[src/rtl/pt_walker_pkg.sv]
package pt_walker_pkg;

    parameter int VA_W        = 32;
    parameter int PA_W        = 32;
    parameter int PAGE_BITS   = 12;
    parameter int PTE_W       = 32;
    parameter int ENTRY_SHIFT = 2;
    localparam int VPN_W      = VA_W - PAGE_BITS;
    localparam int FRAME_W    = PA_W - PAGE_BITS;
    localparam int PTE_RSVD_W = PTE_W - FRAME_W - 4;

    typedef enum logic [1:0] {
        ACC_READ  = 2'd0,
        ACC_WRITE = 2'd1,
        ACC_EXEC  = 2'd2,
        ACC_RSVD  = 2'd3
    } acc_e;

    typedef enum logic [1:0] {
        FLT_NONE    = 2'd0,
        FLT_BOUND   = 2'd1,
        FLT_INVALID = 2'd2,
        FLT_PROT    = 2'd3
    } fault_e;

    typedef enum logic [1:0] {
        ST_IDLE  = 2'd0,
        ST_FETCH = 2'd1,
        ST_RESP  = 2'd2
    } walk_st_e;

    typedef struct packed {
        logic [FRAME_W-1:0]    frame;
        logic [PTE_RSVD_W-1:0] rsvd;
        logic                  x;
        logic                  w;
        logic                  r;
        logic                  v;
    } pte_t;

    function automatic logic perm_ok(pte_t e, acc_e a);
        case (a)
            ACC_READ:  return e.r;
            ACC_WRITE: return e.w;
            ACC_EXEC:  return e.x;
            default:   return 1'b0;
        endcase
    endfunction

endpackage

[src/rtl/pt_addr_split.sv]
module pt_addr_split
    import pt_walker_pkg::*;
(
    input  logic [VA_W-1:0]      vaddr,
    input  logic [PA_W-1:0]      tbl_base,
    input  logic [VA_W-1:0]      tbl_len,
    output logic [PAGE_BITS-1:0] offset,
    output logic                 in_range,
    output logic [PA_W-1:0]      entry_addr
);
    logic [VPN_W-1:0] vpn;

    assign vpn        = vaddr[VA_W-1:PAGE_BITS];
    assign offset     = vaddr[PAGE_BITS-1:0];
    assign in_range   = VA_W'(vpn) < tbl_len;
    assign entry_addr = tbl_base + (PA_W'(vpn) << ENTRY_SHIFT);

endmodule

[src/rtl/pt_entry_check.sv]
module pt_entry_check
    import pt_walker_pkg::*;
(
    input  logic [PTE_W-1:0]     entry,
    input  acc_e                 acc,
    input  logic [PAGE_BITS-1:0] offset,
    output fault_e               fault,
    output logic [PA_W-1:0]      paddr
);
    pte_t e;

    assign e = pte_t'(entry);

    always_comb begin
        if (!e.v) begin
            fault = FLT_INVALID;
        end else if (!perm_ok(e, acc)) begin
            fault = FLT_PROT;
        end else begin
            fault = FLT_NONE;
        end
        paddr = (fault == FLT_NONE) ? {e.frame, offset} : '0;
    end

endmodule

[src/rtl/pt_walker.sv]
module pt_walker
    import pt_walker_pkg::*;
(
    input  logic              clk,
    input  logic              rst,
    input  logic              cfg_we,
    input  logic              cfg_sel,
    input  logic [31:0]       cfg_wdata,
    input  logic              req_valid,
    output logic              req_ready,
    input  logic [VA_W-1:0]   req_vaddr,
    input  logic [1:0]        req_acc,
    output logic              rsp_valid,
    output logic [PA_W-1:0]   rsp_paddr,
    output logic [1:0]        rsp_fault,
    output logic              mem_req,
    output logic [PA_W-1:0]   mem_addr,
    input  logic              mem_rvalid,
    input  logic [PTE_W-1:0]  mem_rdata
);
    walk_st_e             st_q;
    logic [PA_W-1:0]      base_q;
    logic [VA_W-1:0]      len_q;
    acc_e                 acc_q;
    logic [PAGE_BITS-1:0] off_q;
    logic [PA_W-1:0]      addr_q;
    fault_e               fault_q;
    logic [PA_W-1:0]      paddr_q;

    logic [PAGE_BITS-1:0] sp_off;
    logic                 sp_in_range;
    logic [PA_W-1:0]      sp_entry_addr;
    fault_e               ck_fault;
    logic [PA_W-1:0]      ck_paddr;
    logic                 accept;

    pt_addr_split u_split (
        .vaddr      (req_vaddr),
        .tbl_base   (base_q),
        .tbl_len    (len_q),
        .offset     (sp_off),
        .in_range   (sp_in_range),
        .entry_addr (sp_entry_addr)
    );

    pt_entry_check u_check (
        .entry  (mem_rdata),
        .acc    (acc_q),
        .offset (off_q),
        .fault  (ck_fault),
        .paddr  (ck_paddr)
    );

    assign req_ready = (st_q == ST_IDLE);
    assign accept    = req_valid && req_ready;
    assign mem_req   = (st_q == ST_FETCH);
    assign mem_addr  = addr_q;
    assign rsp_valid = (st_q == ST_RESP);
    assign rsp_fault = fault_q;
    assign rsp_paddr = paddr_q;

    always_ff @(posedge clk) begin
        if (rst) begin
            st_q    <= ST_IDLE;
            base_q  <= '0;
            len_q   <= '0;
            acc_q   <= ACC_READ;
            off_q   <= '0;
            addr_q  <= '0;
            fault_q <= FLT_NONE;
            paddr_q <= '0;
        end else begin
            if (cfg_we) begin
                if (cfg_sel) len_q  <= VA_W'(cfg_wdata);
                else         base_q <= PA_W'(cfg_wdata);
            end
            case (st_q)
                ST_IDLE: begin
                    if (accept) begin
                        acc_q <= acc_e'(req_acc);
                        off_q <= sp_off;
                        if (sp_in_range) begin
                            addr_q <= sp_entry_addr;
                            st_q   <= ST_FETCH;
                        end else begin
                            fault_q <= FLT_BOUND;
                            paddr_q <= '0;
                            st_q    <= ST_RESP;
                        end
                    end
                end
                ST_FETCH: begin
                    if (mem_rvalid) begin
                        fault_q <= ck_fault;
                        paddr_q <= ck_paddr;
                        st_q    <= ST_RESP;
                    end
                end
                default: st_q <= ST_IDLE;
            endcase
        end
    end

    // out-of-range page answers next cycle with no read
    a_r3_bound_no_read: assert property (@(posedge clk) disable iff (rst)
        (accept && !sp_in_range) |=> (rsp_valid && !mem_req && rsp_fault == 2'd1));

    // read request and address hold until answered
    a_r4_mem_hold: assert property (@(posedge clk) disable iff (rst)
        (mem_req && !mem_rvalid) |=> (mem_req && $stable(mem_addr)));

    // response follows the memory answer
    a_r8_rsp_after_read: assert property (@(posedge clk) disable iff (rst)
        (mem_req && mem_rvalid) |=> rsp_valid);

    // response is a single-cycle pulse
    a_r8_rsp_pulse: assert property (@(posedge clk) disable iff (rst)
        rsp_valid |=> !rsp_valid);

    // no new request while one is in flight
    a_r8_busy_not_ready: assert property (@(posedge clk) disable iff (rst)
        (rsp_valid || mem_req) |-> !req_ready);

    // faults never carry an address
    a_r7_fault_zero_pa: assert property (@(posedge clk) disable iff (rst)
        (rsp_valid && rsp_fault != 2'd0) |-> (rsp_paddr == '0));

    // an entry without its valid bit never translates
    a_r5_invalid_faults: assert property (@(posedge clk) disable iff (rst)
        (mem_req && mem_rvalid && !mem_rdata[0]) |=> (rsp_fault == 2'd2));

endmodule

[config.mk]
export PLATFORM = sky130hd
export DESIGN_NAME = pt_walker
export DESIGN_NICKNAME = d
export VERILOG_FILES = /design/src/rtl/pt_walker_pkg.sv /design/src/rtl/pt_addr_split.sv /design/src/rtl/pt_entry_check.sv /design/src/rtl/pt_walker.sv
export SDC_FILE = /design/constraint.sdc
export NUM_CORES = 1
export LEC_CHECK = 0
export BUFFER_PORTS_ARGS = -buffer_cell sky130_fd_sc_hd__buf_2
export CORE_MARGIN = 1.5
export CORE_UTILIZATION = 45
export CTS_CLUSTER_DIAMETER = 30
export DETAILED_ROUTE_END_ITERATION = 8
export PLACE_DENSITY_LB_ADDON = 0.2
export SKIP_LAST_GASP = 1
export SYNTH_ARGS = -nofsm -noshare
export SYNTH_HDL_FRONTEND = slang
export SYNTH_HIERARCHICAL = 1
export SYNTH_SLANG_ARGS = --single-unit
[constraint.sdc]
create_clock -name clk -period 2.55 [get_ports clk]
set_input_delay 0.1275 -clock clk [delete_from_list [all_inputs] [get_ports clk]]
set_output_delay 0.1275 -clock clk [all_outputs]
set_load 0.01 [all_outputs]
* After elaboration in Yosys (flattened, before gate mapping)
Cells that the tools add are included.
** Cells by class
- Add/subtract/negate cells :: 1
- Magnitude comparators :: 1
- Equality and inequality tests :: 7
- Multiplexer cells :: 17
- Bitwise operators :: 1
- Reductions and logical operators :: 11
** Operator list (count)
- $mux 32 :: 4
- $pmux 32 s2 :: 1
- $add 32x22->32 :: 1
- $lt 20x32->1 :: 1
- $mux 2 :: 8
- $pmux 2 s2 :: 2
- $reduce_and 2->1 :: 4
- $logic_not 2->1 :: 3
- $eq 2x1->1 const B :: 2
- $eq 2x2->1 const B :: 2
- $ne 2x1->1 const B :: 2
- $reduce_and 4->1 :: 1
- $pmux 1 s3 :: 1
- $reduce_and 3->1 :: 1
- $ne 2x2->1 const B :: 1
- $reduce_bool 2->1 :: 1
- $logic_and 1x1->1 :: 1
- $mux 1 :: 1
- $not 1->1 :: 1
** Storage, ports and cells
- Register bits after elaboration :: 146
- Input port bits :: 104
- Output and inout port bits :: 69
- Logic and storage cells :: 46

* Depth between registers and ports, before layout
- Depth after elaboration :: 9
- Gate-level depth with buffers :: 13
- Mapped depth without buffers :: 12

* Modules after synthesis
The synthesis kept the hierarchy.
** By module, submodules not included
- pt_walker :: instances 1, cells each 643, area each 5316.3 um^2, sequential area each 2922.8 um^2
- pt_addr_split :: instances 1, cells each 256, area each 1851.8 um^2, sequential area each 0.0 um^2
- pt_entry_check :: instances 1, cells each 126, area each 969.7 um^2, sequential area each 0.0 um^2

* Least setup slack after synthesis
No wires, ideal clock.
- Path type :: register -> register
- Start point :: register base_q[2]
- End point :: register addr_q[26] (netlist: mem_addr[26])
- Data arrival time :: 2266 ps
- Data required time :: 2480 ps
- Slack :: 213 ps
- Stages on the path, launching flop included :: 13
- Path buffers :: 0
- Path through :: dfxtp_1 -> ha_1 -> inv_1 -> fa_1 -> nor2b_1 -> o31ai_1 -> a31o_1 -> o21ai_2 -> a21oi_2 -> a2111o_1 -> xnor2_1 -> nand2_1 -> a21oi_1
** Between the ends
- Cells in the longest elaborated chain, start to end :: 1
** Ends and longest elaborated chain
- from (decl) :: RTL line pt_walker.sv:22 : logic [PA_W-1:0] base_q;
- from (signal assigned) :: RTL line pt_walker.sv:75 : else base_q <= PA_W'(cfg_wdata);
- $add 32x22->32 :: RTL line pt_addr_split.sv:16 : assign entry_addr = tbl_base + (PA_W'(vpn) << ENTRY_SHIFT);
- via sp_entry_addr[26] :: RTL line pt_walker.sv:32 : logic [PA_W-1:0] sp_entry_addr;
- to (signal assigned) :: RTL line pt_walker.sv:83 : addr_q <= sp_entry_addr;
- to (decl) :: RTL line pt_walker.sv:26 : logic [PA_W-1:0] addr_q;
The timed path passes the listed nets, and every way through them passes these cells.
A chain may end at the register's enable or synchronous reset.

* Final worst setup path
- Start point :: register base_q[2]
- End point :: register addr_q[28] (netlist: mem_addr[28])
Same word-level chain as after synthesis.

==> reports/metrics.csv <==
metric,value,unit
status,completed,
ys_ff_latch,146,
critPathCaptureType,flop,
clkPwrFrac,41.8,%
setup_viol_count_final,0,
nNetsFinal,1344,
placementRows,48,
slowest_delay,0.35,ns
synthArstFlopShare,0,%
comb_power_share,19.1,%
whs,0.06595,ns
mappedNetlistNets,1169,
syn2layout_area_growth,27.68,%
netlist_area,0.008138,mm²
cts_tree,yes,
yosys_warnings,6,
syn_avg_cell_area,7.939,µm²
p_leak,0.004378,µW
grt_pass1_vias,6950,
grt_use_total,22.56,%
dp_cells,1350,
setup-tns-final,0,ns
fmax,400.0,MHz
routedWlPerCell,15.47,µm
slew_headroom,60.09,%
critPathKind,flop to flop,
layout-drive-gt1-share,23.33,%
cpMostUsedCell,a21oi_1,
tightest_slew,0.5986,ns
p_seq_share,39.0,%
grt_pass1_wl,34130,µm
die_area,0.01890,mm²
ys.flop_type,dfxtp_1,
ir_drop,0.4945,mV
grt_max_degree,70,
drv_slew,0,
core,0.01748,mm²
instances_no_fill,1438,
most-common-layout-cells,"nand2_1, buf_2, dfxtp_1",
path_cells,ha_4 > inv_2 > fa_2 > nor2b_2 > o31ai_2 > a31o_1 > o21ai_2 > buf_4 > a21oi_1 > o21ai_1 > xor2_1 > nand2_1 > a21oi_1,
start_util,46.56,%
route.vias.total,7694,
fp.dieW,137.5,µm
final_antenna_net_count,0,
hp-class,input pin to flop,
clkLatencyLatePin,0.41,ns
p_sw,1716,µW
yosysSeqAreaShare,35.92,%
synth-edff-count,0,
cts_max_level,4,
cts_buffers,17,
dr.pass1.iters,6,
p_int,4628,µW
grt_overflow,0,
power_density,610.6,mW/mm²
post-route-util,59.45,%
layout_commonest_cell,nand2_1,
finalCritPeriodShare,98.03,%
clock_skew,0.01266,ns
n_antenna_cell,0,
min_period,2.500,ns
maxCapViolCount,0,
clockBufferDepth,2,
ctsRootBufferMaster,clkbuf_16,
fp.dieH,137.5,µm
rsz0062_at_grt,true,
clk_pin_slew,0.06,ns
cp_slowest_cell,fa_2,
wl,22250,µm
cp.arrival,2.84,ns
port_buffers,164,
drtIter0Drc,453,
cts.sinks,146,
ys_types,63,
post_synth_inst_count,1025,
timing.final.ws_setup,0.05019,ns
place.gp.congestion,0.8381,
swShare,27.05,%
critical_path.max_fanout,3,
dp_hpwl,14510,µm
start_kind,flop,
crit_required,2.89,ns
place_ws,-0.05780,ns
routed_via_density,5.350,
antenna_found_initial,0,
drc,0,
hold_viol,0,
num_io_pins,173,
## synth_stat cells (2+ instances only)
library cell / number / area [µm²]
nand2_1: 272 / 1021
dfxtp_1: 146 / 2923
a21oi_1: 141 / 705.7
clkbuf_1: 43 / 161.4
ha_1: 39 / 488.0
nand2b_1: 36 / 225.2
mux2i_1: 33 / 330.3
nand3b_1: 33 / 247.7
nand4b_1: 33 / 289.0
inv_1: 32 / 120.1
o22ai_1: 22 / 137.6
a21o_1: 20 / 150.1
xnor2_1: 18 / 157.7
buf_2: 16 / 80.08
buf_4: 16 / 120.1
nor2_1: 10 / 37.54
o22ai_2: 10 / 125.1
xor2_1: 9 / 78.83
nand3_1: 8 / 40.04
buf_1: 7 / 26.28
nand4_1: 7 / 43.79
buf_6: 6 / 67.56
o21ai_0: 6 / 30.03
nor2b_1: 4 / 25.02
nor4_1: 4 / 25.02
o211ai_1: 4 / 30.03
a31oi_1: 3 / 18.77
nor3_1: 3 / 15.01
o21a_1: 3 / 22.52
and2_1: 2 / 12.51
and3_1: 2 / 12.51
nor3_2: 2 / 20.02
o211a_1: 2 / 20.02
o21ai_1: 2 / 10.01
o21bai_1: 2 / 15.01
or3_1: 2 / 12.51
## kinds of logic (layout without fill, tap and decap cells)
logic type | count (synthesis) | in the layout | share of synthesized area (%)
AND/OR/NAND/NOR | 426 | 426 | 25.83
buffers and inverters | 120 | 308 | 7.073
AO/OA/AOI/OAI | 232 | 232 | 17.70
adder cells (fa/ha/maj) | 40 | 40 | 6.242
multiplexers | 34 | 34 | 4.336
flip-flops | 146 | 146 | 35.92
XOR/XNOR | 27 | 27 | 2.906
## power by group through the flow
stage	Combinational, µW	Sequential (µW)	Clock (µW)
3_3_place_gp	1060	2520	0
6_report	1210	2480	2650
2_1_floorplan	719	2520	0
4_1_cts	1130	2470	2690
3_5_place_dp	1070	2520	0
5_1_grt	1330	2490	2790
## metrics by stage
| step | instance area [µm²] | power (µW) |
|---|---|---|
| final | 10390 | 6344 |
| after global routing | 10390 | 6604 |
| after CTS | 10150 | 6292 |
| after detailed placement | 9060 | 3592 |
| after global placement | 9060 | 3579 |
| after floorplan | 8138 | 3242 |
## what timing repair did
action	in CTS	in global routing
endpoints found under the hold margin	76	0
hold buffers	46	0
endpoints found under the setup margin	49	66
cloned	0	3
pin swaps	0	14
resized for setup	2	32
setup buffers	1	6
## worst paths after layout
path / startpoint / end / slack, ns / depth (start not counted)
setup / recovery: base_q[2]$_SDFFE_PP0P_ / mem_addr[28]$_SDFFE_PP0P_ / 0.05 / 13
hold / removal: mem_rvalid / st_q[0]$_SDFFE_PP0P_ / 0.07 / 3
setup reg to reg: base_q[2]$_SDFFE_PP0P_ / mem_addr[28]$_SDFFE_PP0P_ / 0.05 / 13
hold reg to reg: mem_addr[22]$_SDFFE_PP0P_ / mem_addr[22]$_SDFFE_PP0P_ / 0.45 / 2
## cell type report
cell class                      count  area, µm²
Sequential cell                   146       2930
Clock inverter                      9      153.9
Tap cell                          225      281.5
Inverter                           32      120.1
Clock buffer                       23      467.9
Multi-Input combinational cell    759       4808
Fill cell                        1598       7087
Timing Repair Buffer              244       1628
## sequential cells by signal, summed over array words and instances, names as in the netlist
register	count
base_q	32
rsp_paddr	32
mem_addr	32
rsp_fault	2
st_q	2
off_q	12
len_q	32
acc_q	2
## critical path, delay by kind of cell, from the launching register on
family | cells | cell delay (ns)
simple gates | 2 | 0.26
xor+xnor | 1 | 0.17
flops | 1 | 0.34
compound gates | 6 | 0.95
fa+ha+maj | 2 | 0.48
buf+inv | 2 | 0.20
## metal layers
metal / part of all wire (%) / track usage [%] / up-vias
met4: 1.9 / 6.433 / 0
li1: - / - / 3858
met5: 0 / 0 / -
met2: 47 / 36.50 / 219
met3: 5.2 / 4.157 / 26
met1: 46 / 30.65 / 3591
No activity file was read; power rests on OpenSTA's default activity.
